`src/rtl/scl_pkg.sv`:
```
package scl_pkg;

    localparam int CNT_W   = 16;
    localparam int MIN_CNT = 4;

    typedef enum logic [1:0] {
        PH_IDLE = 2'd0,
        PH_LOW  = 2'd1,
        PH_HIGH = 2'd2
    } scl_phase_e;

    typedef struct packed {
        logic [CNT_W-1:0] lo;
        logic [CNT_W-1:0] hi;
    } scl_cfg_t;

    function automatic logic [CNT_W-1:0] floor_count(input logic [CNT_W-1:0] v);
        return (v < CNT_W'(MIN_CNT)) ? CNT_W'(MIN_CNT) : v;
    endfunction

endpackage

```
`src/rtl/scl_cnt_regs.sv`:
```
module scl_cnt_regs
    import scl_pkg::*;
(
    input  logic             clk,
    input  logic             rst,
    input  logic             wr_en,
    input  logic             wr_sel,
    input  logic [CNT_W-1:0] wr_data,
    input  logic             rd_sel,
    output logic [CNT_W-1:0] rd_data,
    output scl_cfg_t         cfg
);

    always_ff @(posedge clk) begin
        if (rst) begin
            cfg.lo <= CNT_W'(MIN_CNT);
            cfg.hi <= CNT_W'(MIN_CNT);
        end else if (wr_en) begin
            if (wr_sel) cfg.hi <= floor_count(wr_data);
            else        cfg.lo <= floor_count(wr_data);
        end
    end

    always_comb rd_data = rd_sel ? cfg.hi : cfg.lo;


    lo_floor_chk: assert property (@(posedge clk) disable iff (rst)
        (wr_en && !wr_sel && wr_data < CNT_W'(MIN_CNT)) |=> (cfg.lo == CNT_W'(MIN_CNT)));

    hi_floor_chk: assert property (@(posedge clk) disable iff (rst)
        (wr_en && wr_sel && wr_data < CNT_W'(MIN_CNT)) |=> (cfg.hi == CNT_W'(MIN_CNT)));

endmodule

```
`src/rtl/scl_phase_ctrl.sv`:
```
module scl_phase_ctrl
    import scl_pkg::*;
(
    input  logic     clk,
    input  logic     rst,
    input  logic     en,
    input  scl_cfg_t cfg_in,
    input  logic     scl_sense,
    output logic     scl_pull_low,
    output logic     fall_stb,
    output logic     rise_stb
);

    scl_phase_e       state;
    logic [CNT_W-1:0] cnt;
    logic [CNT_W-1:0] cnt_inc;
    scl_cfg_t         cfg_sh;
    logic             start_now;

    always_comb begin
        cnt_inc   = cnt + 1'b1;
        start_now = en && ((state == PH_IDLE) ||
                    (state == PH_HIGH && scl_sense && cnt_inc == cfg_sh.hi));
        rise_stb  = (state == PH_HIGH) && scl_sense && (cnt == '0);
    end

    always_ff @(posedge clk) begin
        if (rst) begin
            state        <= PH_IDLE;
            cnt          <= '0;
            cfg_sh.lo    <= CNT_W'(MIN_CNT);
            cfg_sh.hi    <= CNT_W'(MIN_CNT);
            scl_pull_low <= 1'b0;
            fall_stb     <= 1'b0;
        end else begin
            fall_stb <= 1'b0;
            if (!en) begin
                state        <= PH_IDLE;
                cnt          <= '0;
                scl_pull_low <= 1'b0;
            end else if (start_now) begin
                state        <= PH_LOW;
                cnt          <= CNT_W'(1);
                cfg_sh       <= cfg_in;
                scl_pull_low <= 1'b1;
                fall_stb     <= 1'b1;
            end else if (state == PH_LOW) begin
                if (cnt == cfg_sh.lo) begin
                    state        <= PH_HIGH;
                    cnt          <= '0;
                    scl_pull_low <= 1'b0;
                end else begin
                    cnt <= cnt_inc;
                end
            end else if (state == PH_HIGH && scl_sense) begin
                cnt <= cnt_inc;
            end
        end
    end


    low_len_chk: assert property (@(posedge clk) disable iff (rst)
        (state == PH_LOW) |-> (cnt <= cfg_sh.lo && scl_pull_low));

    shadow_hold_chk: assert property (@(posedge clk) disable iff (rst)
        (state == PH_LOW && !fall_stb) |-> $stable(cfg_sh));

    release_chk: assert property (@(posedge clk) disable iff (rst)
        !en |=> (!scl_pull_low && !fall_stb));

    stretch_hold_chk: assert property (@(posedge clk) disable iff (rst)
        (en && state == PH_HIGH && !scl_sense) |=> $stable(cnt));

    fall_drive_chk: assert property (@(posedge clk) disable iff (rst)
        fall_stb |-> scl_pull_low);

    strobe_excl_chk: assert property (@(posedge clk) disable iff (rst)
        $onehot0({fall_stb, rise_stb}));

endmodule

```
`src/rtl/scl_clock_gen.sv`:
```
module scl_clock_gen
    import scl_pkg::*;
(
    input  logic             clk,
    input  logic             rst,
    input  logic             en,
    input  logic             wr_en,
    input  logic             wr_sel,
    input  logic [CNT_W-1:0] wr_data,
    input  logic             rd_sel,
    output logic [CNT_W-1:0] rd_data,
    input  logic             scl_sense,
    output logic             scl_pull_low,
    output logic             fall_stb,
    output logic             rise_stb
);

    scl_cfg_t cfg;

    scl_cnt_regs u_regs (
        .clk     (clk),
        .rst     (rst),
        .wr_en   (wr_en),
        .wr_sel  (wr_sel),
        .wr_data (wr_data),
        .rd_sel  (rd_sel),
        .rd_data (rd_data),
        .cfg     (cfg)
    );

    scl_phase_ctrl u_phase (
        .clk          (clk),
        .rst          (rst),
        .en           (en),
        .cfg_in       (cfg),
        .scl_sense    (scl_sense),
        .scl_pull_low (scl_pull_low),
        .fall_stb     (fall_stb),
        .rise_stb     (rise_stb)
    );

endmodule

```
`config.mk`:
```
export PLATFORM = sky130hd
export DESIGN_NAME = scl_clock_gen
export DESIGN_NICKNAME = d
export VERILOG_FILES = /design/src/rtl/scl_pkg.sv /design/src/rtl/scl_cnt_regs.sv /design/src/rtl/scl_phase_ctrl.sv /design/src/rtl/scl_clock_gen.sv
export SDC_FILE = /design/constraint.sdc
export NUM_CORES = 1
export LEC_CHECK = 0
export ABC_AREA = 1
export ABC_CLOCK_PERIOD_IN_PS = 2570
export CORE_ASPECT_RATIO = 0.75
export CORE_MARGIN = 10
export CORE_UTILIZATION = 40
export CTS_CLUSTER_DIAMETER = 200
export DETAILED_ROUTE_END_ITERATION = 6
export HOLD_SLACK_MARGIN = 0.15
export PLACE_DENSITY_LB_ADDON = 0.15
export SYNTH_ARGS = -nofsm -noshare
export SYNTH_HDL_FRONTEND = slang
export SYNTH_SLANG_ARGS = --single-unit
```
`constraint.sdc`:
```
create_clock -name clk -period 2.57 [get_ports clk]
set_clock_uncertainty 0.05 [all_clocks]
set_input_delay 0.257 -clock clk [delete_from_list [all_inputs] [get_ports clk]]
set_output_delay 0.257 -clock clk [all_outputs]
set_load 0.005 [all_outputs]
```
==> results by group <==
Power and ir drop
  – Leakage power: 2.22 nW
  – Power Density: 595 nW/um^2
  – Max rail drop VDD: 0.326 mV
  – Overall Power: 3.11 mW

STA
  – Slew headroom: 0.559
  – Min Tclk post-route: 2390 ps
  – Endpoints failing setup: 0
  – Worst-Margin Slew: 661 ps
  – Final Cycle Share: 0.931
  – Setup_tns: 0 ps
  – Final Hold Fails: 0
  – Slack of the critical path: 177 ps
  – Fmax: 418 MHz
  – Final hold slack: 294 ps
  – RSZ-0062 raised after global routing: no
  – Slew Limit Fails: 0

Drt
  – Vias: 4293
  – Max layer used: met4
  – Initial DRT Pass Iterations: 5
  – Final antenna-violating net count: 0
  – Via/cell ratio: 5.17
  – Routed met1 length: 6.34 mm
  – # DRC: 0
  – Wire length on met2: 5.38 mm
  – Final wirelength: 12.6 mm
  – Met3 wire len: 768 um
  – WL/cell: 15.2 um
  – 1st-iter DRT viols: 390

Synthesis
  – Post-Synth XOR/XNOR Area: 0.0327
  – Simple-gate share of the synthesized area: 0.307
  – Largest family of logic cells by synthesized area: simple AND/OR/NAND/NOR gates
  – Yosys cell types: 33
  – Avg Cell Area, Syn: 6.60 sq um
  – Post-synthesis mux area share: 0
  – Yosys top cell by area: dfxtp_1
  – Seq cells post-synth: 83
  – Sequential-to-total area share from yosys stat: 0.384
  – FFs w/ async S/R, synth: 0
  – Synth warnings: 0
  – Mapped cell area: 4330 sq um
  – Synth Area in Compound Gates: 0.164
  – Adder and majority gate portion of the synthesized area: 0.00579
  – Main area contributors after synthesis: dfxtp_1 38%, nand2_1 11%, a21oi_1 8.9%
  – Ys flop type: dfxtp_1
  – Post-Synthesis Cells: 655
  – Net Count, Synth: 680
  – Number of synthesized flops with an enable pin: 0
  – Top cell type's share of synthesized area: 0.384

Clocking
  – Setup Fix Bufs, Post-CTS: 0
  – Worst-path clk slew: 60 ps
  – Max clock buf depth: 2
  – CTS buffer count: 9
  – Clock root buffer: clkbuf_16
  – Htree depth: 3
  – Clk_lat worst skew: 340 ps
  – CTS sink cnt: 83
  – CTS tree: yes

Die
  – I/O pin cnt: 42
  – Die Span X: 140 um
  – # rows: 32
  – Core area: 10400 sq um
  – Die height: 110 um
  – Die area: 15400 sq um
  – Starting Density: 0.416

Placed design
  – Pre-CTS setup slack: 23.6 ps
  – Placed Area: 4860 sq um
  – IO buf count: 41
  – Detailed placement HPWL: 8.99 mm
  – Placed Cells incl. Taps: 812
  – Placer congestion estimate: 0.904

Critical path
  – Max incr delay on CP: 380 ps
  – Critical path type: flop to flop
  – CP top delay family: simple AND/OR/NAND/NOR gates
  – Critical path capture point type: flop
  – CP cell instances: ha_2 > nand2_1 > nor2_4 > nand3_1 > nand2_1 > nand2_1 > nand2_1 > nand2_1 > nor2_1 > nand2_1 > nor2_1 > nand2_1 > nand2_4 > nand2_2 > nand2_2 > buf_12 > nor2_1
  – CP bufs+invs: 1
  – Data required, critical path: 2750 ps
  – Crit. path cell count: 17
  – Critical Path AT: 2570 ps
  – CP max FO: 15
  – R2r worst-path depth: 17
  – Slowest cell on crit path: dfxtp_4
  – Startpoint Class: flop
  – CP most frequent cell: nand2_1

Cells and area
  – Share of cells above drive strength 1: 0.0793
  – Final non-filler cell total: 830
  – # fillers: 1063
  – Diodes inserted: 0
  – Design Area, Final: 5230 sq um
  – P&R area growth vs syn: 20.9%
  – Fin util: 0.502
  – Total Nets Final: 715

Global routing
  – Gr ovfl total: 0
  – Pin count of the biggest net entering global routing: 63
  – GRT Total Usage: 0.157
  – First-pass GRT wire length: 19.9 mm
  – Vias in the first global route: 4006
  – Initial antenna violation count: 0

Status
  – Outcome: finished clean

Hold path
  – Worst Hold Path Cells: 3
  – Min-Delay Path Class: input pin to flop

Run
  – Max-cap violation count: 0
-- report_power, final --
part | total [mW] | internal [mW] | leakage [nW] | switching [mW]
registers | 1.42 | 1.36 | 0.685 | 0.0556
clock network | 1.26 | 0.740 | 0.141 | 0.523
logic | 0.433 | 0.194 | 1.40 | 0.239
total | 3.11 | 2.30 | 2.22 | 0.818
-- area by class of cell --
class | count | area, sq um | area share
multi-input combinational | 460 | 2230 | 0.426
clock buffer | 9 | 225 | 0.0431
timing repair buffer | 56 | 582 | 0.111
sequential | 83 | 1670 | 0.319
tap | 136 | 170 | 0.0325
clock inverter | 6 | 57.6 | 0.0110
inverter | 80 | 300 | 0.0574
-- synthesized netlist by cell type (all sizes together), types with 5 or more instances --
master,instances
a21oi,77
buf,13
clkbuf,19
dfxtp,83
inv,79
nand2,134
nand3,61
nand4,10
nor2,87
nor4,5
o21ai,54
xor2,7
-- cells by family after synthesis --
group	Yosys count
simple gates	307
fa+ha+maj	2
flops	83
buf+inv	112
compound gates	138
xor+xnor	13
-- layout by cell type (no fill, tap or decap), drive strengths merged --
master / Yosys / layout
nand2: 134 / 134
nor2: 87 / 87
dfxtp: 83 / 83
inv: 79 / 79
a21oi: 77 / 77
nand3: 61 / 61
o21ai: 54 / 54
clkdlybuf4s50: 0 / 40
buf: 13 / 14
clkbuf: 19 / 11
nand4: 10 / 10
xor2: 7 / 7
nor4: 5 / 5
clkinv: 1 / 5
nor3: 4 / 4
xnor2: 4 / 4
or2: 3 / 3
xnor3: 2 / 2
nand3b: 2 / 2
a211oi: 2 / 2
o22a: 2 / 2
ha: 2 / 2
and2: 1 / 1
o211ai: 1 / 1
o22ai: 1 / 1
o2111ai: 1 / 1
bufinv: 0 / 1
clkinvlp: 0 / 1
-- worst register-to-register path, stage by stage, from the launching register on --
cell and delay (ps):
dfxtp_4 380, ha_2 210, nand2_1 110, nor2_4 180, nand3_1 100, nand2_1 80
nand2_1 70, nand2_1 60, nand2_1 50, nor2_1 160, nand2_1 90, nor2_1 90
nand2_1 90, nand2_4 160, nand2_2 100, nand2_2 90, buf_12 150, nor2_1 70
-- layer usage --
| metal | track usage | vias up |
|---|---|---|
| li1 | - | 2188 |
| met1 | 0.212 | 1991 |
| met2 | 0.248 | 102 |
| met3 | 0.0419 | 12 |
| met4 | 0.0353 | 0 |
| met5 | 0 | - |
-- final timing paths --
path / start / endpoint / slack, ps
setup reg to reg: u_phase.cnt[0]$_SDFFE_PP0P_ / u_phase.cnt[6]$_SDFFE_PP0P_ / 180
setup / recovery: u_phase.cnt[0]$_SDFFE_PP0P_ / u_phase.cnt[6]$_SDFFE_PP0P_ / 180
hold reg to reg: u_regs.cfg[4]$_SDFFE_PP0P_ / u_regs.cfg[4]$_SDFFE_PP0P_ / 420
hold / removal: en / u_phase.cfg_sh[13]$_SDFFE_PP0P_ / 290
-- flip-flops by register name, indices dropped and copies added, names as in the netlist --
| name | count |
|---|---|
| u_regs.cfg | 32 |
| u_phase.cnt | 16 |
| u_phase.cfg_sh | 32 |
| u_phase.fall_stb | 1 |
| u_phase.state | 2 |
-- timing repair --
action | in CTS | in global routing
setup endpoints to repair | 0 | 50
hold endpoints to repair | 0 | 0
resized for setup | 0 | 11
hold buffers | 0 | 0
Power figures use the tool's default switching activity.
